File: config.mk
export PLATFORM = sky130hd
export DESIGN_NAME = clock_timer
export DESIGN_NICKNAME = d
export VERILOG_FILES = /design/src/rtl/clock_timer_pkg.sv /design/src/rtl/clock_timer_counter.sv /design/src/rtl/clock_timer_flag.sv /design/src/rtl/clock_timer_regs.sv /design/src/rtl/clock_timer.sv
export SDC_FILE = /design/constraint.sdc
export NUM_CORES = 1
export LEC_CHECK = 0
export ABC_AREA = 1
export BUFFER_PORTS_ARGS = -buffer_cell sky130_fd_sc_hd__buf_2
export CORE_ASPECT_RATIO = 1.1
export CORE_MARGIN = 2
export CORE_UTILIZATION = 25
export CTS_CLUSTER_DIAMETER = 60
export CTS_CLUSTER_SIZE = 25
export DETAILED_ROUTE_END_ITERATION = 8
export PLACE_DENSITY_LB_ADDON = 0.25
export RECOVER_POWER = 50
export SETUP_SLACK_MARGIN = 0.15
export SLEW_MARGIN = 25
export SYNTH_ARGS = -nofsm -noshare
export SYNTH_HDL_FRONTEND = slang
export SYNTH_SLANG_ARGS = --single-unit
export TNS_END_PERCENT = 100
File: constraint.sdc
create_clock -name clk -period 1.4 [get_ports clk]
set_input_delay 0.14 -clock clk [delete_from_list [all_inputs] [get_ports clk]]
set_output_delay 0.14 -clock clk [all_outputs]
set_load 0.02 [all_outputs]
File: src/rtl/clock_timer_pkg.sv
package clock_timer_pkg;
  parameter int unsigned CNT_W  = 7;
  parameter int unsigned VIS_W  = 4;
  parameter int unsigned ADDR_W = 2;
  parameter int unsigned DATA_W = 4;

  localparam logic [ADDR_W-1:0] A_TIME = ADDR_W'(0);
  localparam logic [ADDR_W-1:0] A_CTRL = ADDR_W'(1);
  localparam logic [ADDR_W-1:0] A_FLAG = ADDR_W'(2);
  localparam int unsigned RESTART_BIT = 0;
endpackage

File: src/rtl/clock_timer_counter.sv
module clock_timer_counter #(
  parameter int unsigned W = 7
) (
  input  logic         clk,
  input  logic         rst_n,
  input  logic         tick,
  input  logic         restart,
  output logic [W-1:0] cnt,
  output logic         wrap
);
  logic [W-1:0] cnt_q;

  // restart wins over tick; a restart cycle never reports a wrap
  assign wrap = tick & ~restart & (&cnt_q);

  always_ff @(posedge clk or negedge rst_n) begin
    if (!rst_n)       cnt_q <= '0;
    else if (restart) cnt_q <= '0;
    else if (tick)    cnt_q <= cnt_q + 1'b1;
  end

  assign cnt = cnt_q;
endmodule

File: src/rtl/clock_timer_flag.sv
module clock_timer_flag (
  input  logic clk,
  input  logic rst_n,
  input  logic set,
  input  logic clr,
  output logic flag
);
  always_ff @(posedge clk or negedge rst_n) begin
    if (!rst_n)   flag <= 1'b0;
    else if (set) flag <= 1'b1;
    else if (clr) flag <= 1'b0;
  end
endmodule

File: src/rtl/clock_timer_regs.sv
module clock_timer_regs
  import clock_timer_pkg::*;
(
  input  logic              clk,
  input  logic              rst_n,
  input  logic              rd,
  input  logic              wr,
  input  logic [ADDR_W-1:0] addr,
  input  logic [DATA_W-1:0] wdata,
  input  logic [CNT_W-1:0]  cnt,
  input  logic              flag,
  output logic              restart,
  output logic              flag_clr,
  output logic [DATA_W-1:0] rdata
);
  localparam int unsigned LO = CNT_W - VIS_W;

  logic [DATA_W-1:0] rnext;
  logic [DATA_W-1:0] wdata_unused;

  assign wdata_unused = wdata;
  assign restart  = wr & (addr == A_CTRL) & wdata[RESTART_BIT];
  assign flag_clr = rd & (addr == A_FLAG);

  always_comb begin
    rnext = '0;
    unique case (addr)
      A_TIME:  rnext[VIS_W-1:0] = cnt[CNT_W-1:LO];
      A_FLAG:  rnext[0] = flag;
      default: rnext = '0;
    endcase
  end

  // whole field captured at one edge
  always_ff @(posedge clk or negedge rst_n) begin
    if (!rst_n)  rdata <= '0;
    else if (rd) rdata <= rnext;
  end
endmodule

File: src/rtl/clock_timer.sv
module clock_timer
  import clock_timer_pkg::*;
(
  input  logic              clk,
  input  logic              rst_n,
  input  logic              tick_i,
  input  logic              bus_rd_i,
  input  logic              bus_wr_i,
  input  logic [ADDR_W-1:0] bus_addr_i,
  input  logic [DATA_W-1:0] bus_wdata_i,
  output logic [DATA_W-1:0] bus_rdata_o,
  input  logic              irq_mask_i,
  output logic              irq_o
);
  logic [CNT_W-1:0] cnt;
  logic             wrap;
  logic             restart;
  logic             flag_clr;
  logic             flag;

  clock_timer_counter #(.W(CNT_W)) u_cnt (
    .clk(clk), .rst_n(rst_n), .tick(tick_i), .restart(restart),
    .cnt(cnt), .wrap(wrap)
  );

  clock_timer_flag u_flag (
    .clk(clk), .rst_n(rst_n), .set(wrap), .clr(flag_clr), .flag(flag)
  );

  clock_timer_regs u_regs (
    .clk(clk), .rst_n(rst_n), .rd(bus_rd_i), .wr(bus_wr_i),
    .addr(bus_addr_i), .wdata(bus_wdata_i), .cnt(cnt), .flag(flag),
    .restart(restart), .flag_clr(flag_clr), .rdata(bus_rdata_o)
  );

  assign irq_o = flag & irq_mask_i;
endmodule

==> results by group, run 1 <==
Timing
  – F_max: 0.922 GHz
  – Post-route clock skew: 2.40 ps
  – Setup violators final: 0
  – Slew margin rel.: 0.545
  – Fin crit share: 0.775
  – Setup TNS: 0 ps
  – Pins Over Slew Limit: 0
  – Worst Max-Slew Pin Slew: roughly 680 ps
  – RSZ-0062 raised after global routing: false
  – Endpoints failing hold: 0
  – Minimum clock period: roughly 1100 ps

Route
  – WL final: 1080 um
  – Via density: 4.24
  – Initial DRT Pass Iterations: 4
  – Final antenna-violating net count: 0
  – Vias: between 400 and 500
  – Post-DR wirelength/cell: 9.24 um
  – Drt initial violations: 21
  – DRC viols: 0

Clock tree
  – TritonCTS Buffers: 3
  – Post-CTS resize count: 0
  – CTS Root Cell: clkbuf_4
  – Reg clk slew, reported paths: 80 ps
  – H-Tree Depth: 1
  – CTS Sinks: 12
  – Hold_buf cts: 1
  – CTS tree: yes
  – CTS max path bufs: 2
  – Post-CTS setup buffers: 0
  – Worst-Skew Late Latency: 270 ps

Die
  – DIE AREA: 0.00279 mm2
  – Chip Width: 50.5 um
  – Core area: roughly 0.0023 mm2
  – Top Ports: 17
  – Initial Util: 0.264
  – Die Y: 55.2 um
  – Row count: 18

Power and ir drop
  – Total power: 0.986 mW
  – Switching power: 0.323 mW
  – Sw Ratio: 0.328
  – Pwr dens: 1330 mW/mm2
  – Combinational power share: 0.209
  – Sequential share of power: 0.508
  – Int Pwr: between 0.6 and 0.7 mW
  – Worst VDD drop: between 0.6 and 0.7 mV
  – Clk network pwr share: 0.283
  – Leakage: 0.406 nW

Worst hold path
  – Worst Hold Endpoint: u_flag.flag
  – Hold_sp: bus_addr_i[0]
  – Worst Hold Path Cells: 3
  – Min-Delay Path Class: input pin to register

Worst setup path
  – CP Launch Type: register
  – Required @ worst endpoint: 1570 ps
  – CP Capture Type: register
  – Worst reg-to-reg path cell count: 6
  – Launch point of the worst reg-to-reg path: u_cnt.cnt[0]
  – WP data arrival: approximately 1300 ps
  – Crit path max fanout: 5
  – Worst R2R Setup Slack: approximately 310 ps
  – Reg-to-reg endpoint: u_cnt.cnt[6]
  – Critical path class: register to register

Global route
  – Number of global-route vias before repair: 439
  – Met3 Resource Use GR: 0.0511
  – Met1 Use GR: 0.109
  – M2 GR Usage: 0.154
  – Initial antenna violation count: 0
  – GR peak layer: met2
  – Pin count of the biggest net entering global routing: 13
  – Tot GR Track Use: 0.0981
  – GR Overflow Total: 0
  – First-pass GRT wire length: 1930 um

Layout
  – Fin nets: 101
  – Layout cell share with drive strength beyond 1: 0.310
  – N_diodes: 0
  – Area overhead of the layout relative to synthesis: 24.8%
  – Fin util: 0.330

Logic synthesis
  – Ys flop type: dfrtp_1
  – Post-synth EDFFs: 0
  – Post-Syn Instances: slightly below 70
  – Post-synthesis sequential area ratio: 0.504
  – Avg Cell Area, Syn: 8.63 um2
  – Netlist cell types: 18
  – Mapped cell area: ~600 um2
  – Ys async rst share: 1.00
  – Yosys warning total: 0
  – Post-synthesis register bit count: 12
  – Synth Net Count: 82

Placed design
  – GP Congestion: 0.646
  – Port Buffers: 13
  – Hpwl dp: 803 um

Job
  – MaxCap Viol Count: 0

Status
  – Status: completed
[placed cells by master, fill, tap and decap left out, types with 2 or more instances in the layout]
cell type,n
nor2_4,2
nand3_1,8
inv_1,6
inv_2,3
nor2_1,4
o21ai_1,2
buf_2,12
a21oi_1,5
nand2_2,2
nand2_1,17
dfrtp_1,12
clkbuf_4,3
[registers in the layout (all words and copies together) (netlist names)]
name,count
u_regs.rdata,4
u_cnt.cnt,7
u_flag.flag,1
[critical path, stage by stage (launching register included)]
cell,delay (ps)
dfrtp_1,390
ha_1,170
nand2_2,80
nor2_4,150
nand3_1,80
nand2_1,60
nor2_1,40
[logic make-up after synthesis]
family	share of synthesized area
and+or+nand+nor	0.338
DFF	0.504
buffers and inverters	0.0567
adders and majority gates	0.0210
AOI/OAI and AO/OA	0.0798
[layer usage]
metal  share of wire  vias up
li1                -      265
met5               0        -
met1            0.49      217
met2            0.43       12
met4           0.011        0
met3           0.064        2
[cells in the mapped netlist, types with 2 or more instances]
cell	instances	share of area
nand2_2	2	0.021
nor2_1	4	0.025
inv_1	6	0.038
nand3_1	8	0.067
inv_2	3	0.019
dfrtp_1	12	0.50
o21ai_1	2	0.017
nor2_4	2	0.038
a21oi_1	5	0.042
nand2_1	17	0.11
[worst max path at each step]
stage	end	start
3_3_place_gp	u_cnt.cnt[6]	u_cnt.cnt[0]
4_1_cts	u_cnt.cnt[6]	u_cnt.cnt[0]
6_report	u_cnt.cnt[6]	u_cnt.cnt[0]
3_5_place_dp	u_cnt.cnt[6]	u_cnt.cnt[0]
2_1_floorplan	u_cnt.cnt[6]	u_cnt.cnt[0]
5_1_grt	u_cnt.cnt[6]	u_cnt.cnt[0]
[stage by stage]
| stage | instance area, um2 | setup slack, ps | hold WS [ps] | cells |
|---|---|---|---|---|
| 2_1_floorplan | 596 | 394 | -156 | 69 |
| 6_report | 743 | 315 | 146 | 117 |
| 4_1_cts | 744 | 313 | 134 | 117 |
| 3_5_place_dp | 698 | 327 | 43.3 | 112 |
| 5_1_grt | 743 | 209 | 155 | 117 |
| 3_3_place_gp | 698 | 336 | 40.7 | 112 |
[cell type report]
class,instances,area [um2]
tap,30,37.5
fill,263,1510
timing repair buffer,14,73.8
inverter,9,33.8
sequential,12,300
multi-input combinational,48,262
clock buffer,4,36.3
[power by group through the flow]
stage	registers [mW]	clock network, mW	logic (mW)
global route	0.516	0.312	0.240
CTS	0.502	0.293	0.211
floorplan	0.502	0	0.146
finish	0.501	0.279	0.207
detailed placement	0.508	0	0.208
global placement	0.508	0	0.206
(Power assumes the default switching activity.)
==> run 2: changes to the inputs <==
Clock period 1.4 ns to 1 ns, I/O delays scaled along.
==> run 2 against run 1 <==
Net effect: design area rose by 22%; global-route usage grew 0.64 points; via count up 6.5%; clock-buffer cell count did not move; hold slack got worse by 27 ps; the flow now finishes with violations (setup timing); utilization rose by 7.4 points; clock skew about the same; first-iteration DRC count is 62% lower; sequential share of layout area decreased by 7.4 points.
==> results by group, run 2 (synthesis gave the netlist of run 1 again) <==
Timing
  – Final worst slack: -39.1 ps (-354 ps)
  – Pins Over Slew Limit: 0 (unchanged)
  – Setup violators final: 3 (+3)
  – Min Hold Slack: 119 ps (-27.1 ps)
  – Fin crit share: 1.04 (+0.264)
  – F_max: 0.962 GHz (+4.4%)
  – Worst Max-Slew Pin Slew: 682 ps (-0.707 ps)
  – Post-route clock skew: 2.89 ps (+0.490 ps)
  – Slew margin rel.: 0.545 (about the same)
  – RSZ-0062 raised after global routing: true
  – Endpoints failing hold: 0 (unchanged)
  – Minimum clock period: 1040 ps (-46.1 ps)

Worst hold path
  – Hold_sp: bus_addr_i[0]
  – Worst Hold Path Cells: 3 (unchanged)
  – Min-Delay Path Class: input pin to register
  – Worst Hold Endpoint: u_flag.flag

Clock tree
  – CTS tree: yes
  – TritonCTS Buffers: 3 (unchanged)
  – H-Tree Depth: 1 (unchanged)
  – Reg clk slew, reported paths: 80 ps (about the same)
  – Worst-Skew Late Latency: 270 ps (about the same)
  – CTS Sinks: 12 (unchanged)
  – CTS Root Cell: clkbuf_4
  – CTS max path bufs: 2 (unchanged)

Route
  – Vias: 528 (+6.5%)
  – Via density: 4.13 (-2.7%)
  – Final antenna-violating net count: 0 (unchanged)
  – DRC viols: 0 (unchanged)
  – Post-DR wirelength/cell: 9.26 um (+0.20%)
  – Drt initial violations: 8 (-62%)
  – Initial DRT Pass Iterations: 4 (unchanged)
  – WL final: 1190 um (+9.6%)

Layout
  – Fill cells: 229 (-13%)
  – Largest register FFs: 7 (unchanged)
  – Fin util: 0.404 (+0.0739)
  – Total area of sequential cells: 300 um2 (unchanged)
  – Layout cell share with drive strength beyond 1: 0.449 (+0.139)
  – Commonest cells after routing, fill and taps aside: 15 x nand2_1, 12 x dfrtp_1, 9 x buf_6
  – Area overhead of the layout relative to synthesis: 52.7%
  – Final std cells w/o fill: 128 (+9.4%)
  – Multi-input logic area: 299 um2 (+14%)
  – Commonest non-fill, non-tap cell in the layout: nand2_1
  – Fin nets: 112 (+11%)
  – N_diodes: 0 (unchanged)

Placed design
  – GP Congestion: 0.637 (-1.3%)
  – Inst Count DP: 114 (+1.8%)
  – Pre-CTS setup slack: -53.2 ps (-380 ps)
  – Port Buffers: 13 (unchanged)
  – Hpwl dp: 849 um (+5.8%)

Die
  – DIE AREA: 0.00279 mm2 (unchanged)
  – Core area: 0.00225 mm2 (unchanged)
  – Die Y: 55.2 um (unchanged)
  – Row count: 18 (unchanged)
  – Top Ports: 17 (unchanged)
  – Initial Util: 0.264 (unchanged)
  – Chip Width: 50.5 um (unchanged)

Power and ir drop
  – Combinational power share: 0.320 (+0.111)
  – Worst VDD drop: 0.931 mV (+35%)
  – Sequential share of power: 0.433 (-0.075)
  – Pwr dens: 1710 mW/mm2 (+29%)
  – Switching power: 0.497 mW (+54%)
  – Total power: 1.55 mW (+58%)
  – Sw Ratio: 0.320 (-0.00813)
  – Leakage: 0.486 nW (+20%)
  – Clk network pwr share: 0.247 (-0.036)
  – Int Pwr: 1.06 mW (+59%)

Worst setup path
  – Critical path class: register to register
  – Worst reg-to-reg path cell count: 5 (-1)
  – Crit path max fanout: 3 (-2)
  – Reg-to-reg endpoint: u_cnt.cnt[2]
  – WP data arrival: 1200 ps (-50 ps)
  – CP Launch Type: register
  – Required @ worst endpoint: 1160 ps (-410 ps)
  – CP Capture Type: register
  – Launch point of the worst reg-to-reg path: u_cnt.cnt[1]
  – Worst R2R Setup Slack: -40 ps (-350 ps)

Global route
  – Tot GR Track Use: 0.104 (+0.00640)
  – Number of global-route vias before repair: 495 (+13%)
  – Pin count of the biggest net entering global routing: 13 (unchanged)
  – Initial antenna violation count: 0 (unchanged)
  – GR Overflow Total: 0 (unchanged)
  – First-pass GRT wire length: 2090 um (+8.6%)

Status
  – Failing checks: setup timing
  – Status: finished, violations left

Job
  – MaxCap Viol Count: 0 (unchanged)
run 2: cell types whose count changed in the layout (fill, tap and decap cells not counted), sizes merged:
cell,delta
buf,+11
run 2: stage by stage:
step                      area [um2]  TNS, ps
after floorplan                  608        0
after global placement           726    -64.6
after detailed placement         726    -89.0
after CTS                        853     -105
after global routing             910     -525
final                            910    -87.2
run 2: layout make-up:
| type | count | area share |
|---|---|---|
| multi-input cells | 48 | 0.329 |
| well taps | 30 | 0.0413 |
| clock buffers | 4 | 0.0399 |
| repair buffers | 25 | 0.223 |
| flip-flops and latches | 12 | 0.330 |
| inverters | 9 | 0.0371 |
run 2: worst max-delay path by stage:
stage / startpoint / end / slack (ps) / cells past startpoint
floorplan: u_cnt.cnt[0] / u_cnt.cnt[4] / 10 / 5
detailed placement: u_cnt.cnt[0] / u_cnt.cnt[6] / -50 / 6
global route: u_cnt.cnt[1] / u_cnt.cnt[6] / -110 / 6
global placement: u_cnt.cnt[0] / u_cnt.cnt[6] / -50 / 6
finish: u_cnt.cnt[1] / u_cnt.cnt[2] / -40 / 5
CTS: u_cnt.cnt[0] / u_cnt.cnt[6] / -50 / 6
run 2: power groups by stage:
stage | combinational (mW) | sequential [mW] | clock [mW]
2_1_floorplan | 0.212 | 0.713 | 0
3_3_place_gp | 0.394 | 0.681 | 0
3_5_place_dp | 0.400 | 0.682 | 0
4_1_cts | 0.465 | 0.671 | 0.404
5_1_grt | 0.560 | 0.688 | 0.447
6_report | 0.498 | 0.673 | 0.383
run 2: per-layer routing:
layer	routed length (um)	GRT usage	vias up
met1	547	0.119	230
met3	67	0.0484	0
li1	-	-	284
met5	0	0	-
met2	570	0.180	14
met4	0	0.0270	0
run 2: repair_timing:
| item | in CTS | in global routing |
|---|---|---|
| hold endpoints to repair | 12 | 0 |
| endpoints found under the setup margin | 12 | 14 |
| setup buffers | 6 | 3 |
| hold buffers | 1 | 0 |
| pin swaps | 4 | 3 |
| gates resized for setup | 11 | 9 |
run 2: critical path, stage by stage, from the launching register on:
cell	delay (ps)
dfrtp_1	410
ha_4	160
nand2_4	50
buf_4	130
o21ai_1	120
a21oi_1	50
==> run 3: changes to the inputs <==
Clock period 1 ns to 0.95 ns, I/O delays scaled along.
==> run 3 against run 2 <==
Net effect: the run still ends with setup timing left; largest power group unchanged; hold slack lost 8.1 ps; sequential share of layout area did not move; critical path depth up 1.
==> results by group, run 3 (synthesis gave the netlist of run 1 again) <==
Status
  – Status: finished, violations left
  – Failing checks: setup timing

Die
  – Chip Width: 50.5 um (unchanged)
  – Initial Util: 0.264 (unchanged)
  – Top Ports: 17 (unchanged)
  – Row count: 18 (unchanged)
  – DIE AREA: 0.00279 mm2 (unchanged)
  – Die Y: 55.2 um (unchanged)
  – Core area: 0.00225 mm2 (unchanged)

Timing
  – F_max: 0.983 GHz (+2.1%)
  – Final worst slack: -67.6 ps (-28.6 ps)
  – Setup TNS: -285 ps (-198 ps)
  – Worst Max-Slew Pin Slew: 696 ps (+14.4 ps)
  – Slew margin rel.: 0.536 (-0.00960)
  – Minimum clock period: 1020 ps (-21.4 ps)
  – RSZ-0062 raised after global routing: true
  – Endpoints failing hold: 0 (unchanged)
  – Post-route clock skew: 2.73 ps (-0.159 ps)
  – Setup violators final: 7 (+4)
  – Pins Over Slew Limit: 0 (unchanged)
  – Fin crit share: 1.07 (+0.0321)

Clock tree
  – CTS Sinks: 12 (unchanged)
  – Worst-Skew Late Latency: 270 ps (about the same)
  – TritonCTS Buffers: 3 (unchanged)
  – CTS tree: yes
  – CTS Root Cell: clkbuf_4
  – Reg clk slew, reported paths: 70 ps (about the same)
  – CTS max path bufs: 2 (unchanged)
  – H-Tree Depth: 1 (unchanged)

Power and ir drop
  – Pwr dens: 1760 mW/mm2 (+3.0%)
  – Worst VDD drop: 0.942 mV (+1.2%)
  – Leakage: 0.481 nW (-1.1%)
  – Total power: 1.60 mW (+3.0%)

Layout
  – Commonest non-fill, non-tap cell in the layout: nand2_1
  – N_diodes: 0 (unchanged)
  – Commonest cells after routing, fill and taps aside: 14 x nand2_1, 12 x dfrtp_1, 9 x buf_6
  – Final Instance Area: 910 um2 (unchanged)
  – Area overhead of the layout relative to synthesis: 52.7% (unchanged)
  – Layout cell share with drive strength beyond 1: 0.464 (+0.0149)
  – Largest register FFs: 7 (unchanged)
  – Fill cells: 241 (+5.2%)
  – Fin nets: 112 (unchanged)

Global route
  – First-pass GRT wire length: 2190 um (+5.0%)
  – Met1 Use GR: 0.116 (-0.00330)
  – M2 GR Usage: 0.193 (+0.0132)
  – Met3 Resource Use GR: 0.0565 (+0.00806)
  – Initial antenna violation count: 0 (unchanged)
  – Tot GR Track Use: 0.112 (+0.00763)
  – GR Overflow Total: 0 (unchanged)
  – Number of global-route vias before repair: 529 (+6.9%)
  – GR peak layer: met2
  – Pin count of the biggest net entering global routing: 13 (unchanged)

Worst setup path
  – Critical path class: register to register
  – Largest stage delay on the critical path: 410 ps (about the same)
  – Critical-path top delay cell: dfrtp_1
  – Crit path cell chain: ha_4 -> nand2_4 -> nor2_4 -> nand3_2 -> nand2_1 -> nor2_1
  – Required @ worst endpoint: 1110 ps (-50 ps)
  – CP Buf/Inv Count: 0 (-1)
  – CP Launch Type: register
  – CP Capture Type: register
  – WP data arrival: 1180 ps (-20 ps)
  – Crit path max fanout: 5 (+2)
  – Kind of cell adding the most delay to the critical path: flip-flops

Placed design
  – Placed cell area: 726 um2 (unchanged)
  – Port Buffers: 13 (unchanged)
  – GP Congestion: 0.638 (+0.17%)
  – Hpwl dp: 842 um (-0.81%)

Route
  – Final antenna-violating net count: 0 (unchanged)
  – Drt initial violations: 1 (-7)
  – WL final: 1200 um (+1.1%)
  – Initial DRT Pass Iterations: 2 (-2)
  – DRC viols: 0 (unchanged)
  – Vias: 545 (+3.2%)
  – Via density: 4.29 (+4.0%)
  – Post-DR wirelength/cell: 9.43 um (+1.9%)

Job
  – MaxCap Viol Count: 0 (unchanged)

Worst hold path
  – Min-Delay Path Class: input pin to register
-- run 3: layout make-up --
class,count,area [um2],share of cell area
Timing Repair Buffer,25,203,0.223
Tap cell,30,37.5,0.0413
Multi-Input combinational cell,48,313,0.344
Clock buffer,3,22.5,0.0248
Inverter,9,33.8,0.0371
Sequential cell,12,300,0.330
-- run 3: report_power, final --
part           switching [mW]  internal [mW]  total, mW  leakage [nW]
combinational           0.283          0.291      0.574         0.310
clock                   0.164          0.147      0.311        0.0138
sequential             0.0942          0.622      0.716         0.157
total                   0.542           1.06       1.60         0.481
-- run 3: per-layer routing --
metal  wire (um)  part of all wire
met3          75             0.063
met4          22             0.018
met5           0                 0
met1         524              0.44
met2         575              0.48
-- run 3: what timing repair did --
action	4_1_cts	5_1_grt
setup buffers	8	1
endpoints found under the hold margin	12	0
hold buffers	1	0
pin swaps	6	4
setup endpoints to repair	13	15
resized for setup	15	8
-- run 3: path summary, 6_finish.rpt --
path,from,to,slack [ps],cells after the start
min reg2reg,u_cnt.cnt[5],u_regs.rdata[2],540,2
min,bus_addr_i[0],u_flag.flag,110,3
max reg2reg,u_cnt.cnt[0],u_cnt.cnt[6],-70,6
max,u_cnt.cnt[0],u_cnt.cnt[6],-70,6
min in group asynchronous,rst_n,u_regs.rdata[0],380,2
max in group asynchronous,rst_n,u_cnt.cnt[3],130,2
-- run 3: stage by stage --
step	hold WS, ps	util	std cells	setup slack (ps)
after global placement	-1.63	0.322	114	-94.9
final	111	0.404	127	-67.6
after global routing	108	0.404	127	-138
after CTS	103	0.387	126	-104
after detailed placement	-2.74	0.322	114	-97.8
after floorplan	-201	-	69	-35.2
-- run 3: worst register-to-register path, delay by kind of cell (launching register included) --
family                     cells  cell delay (ps)
and+or+nand+nor                5              350
adders and majority gates      1              160
DFF                            1              410
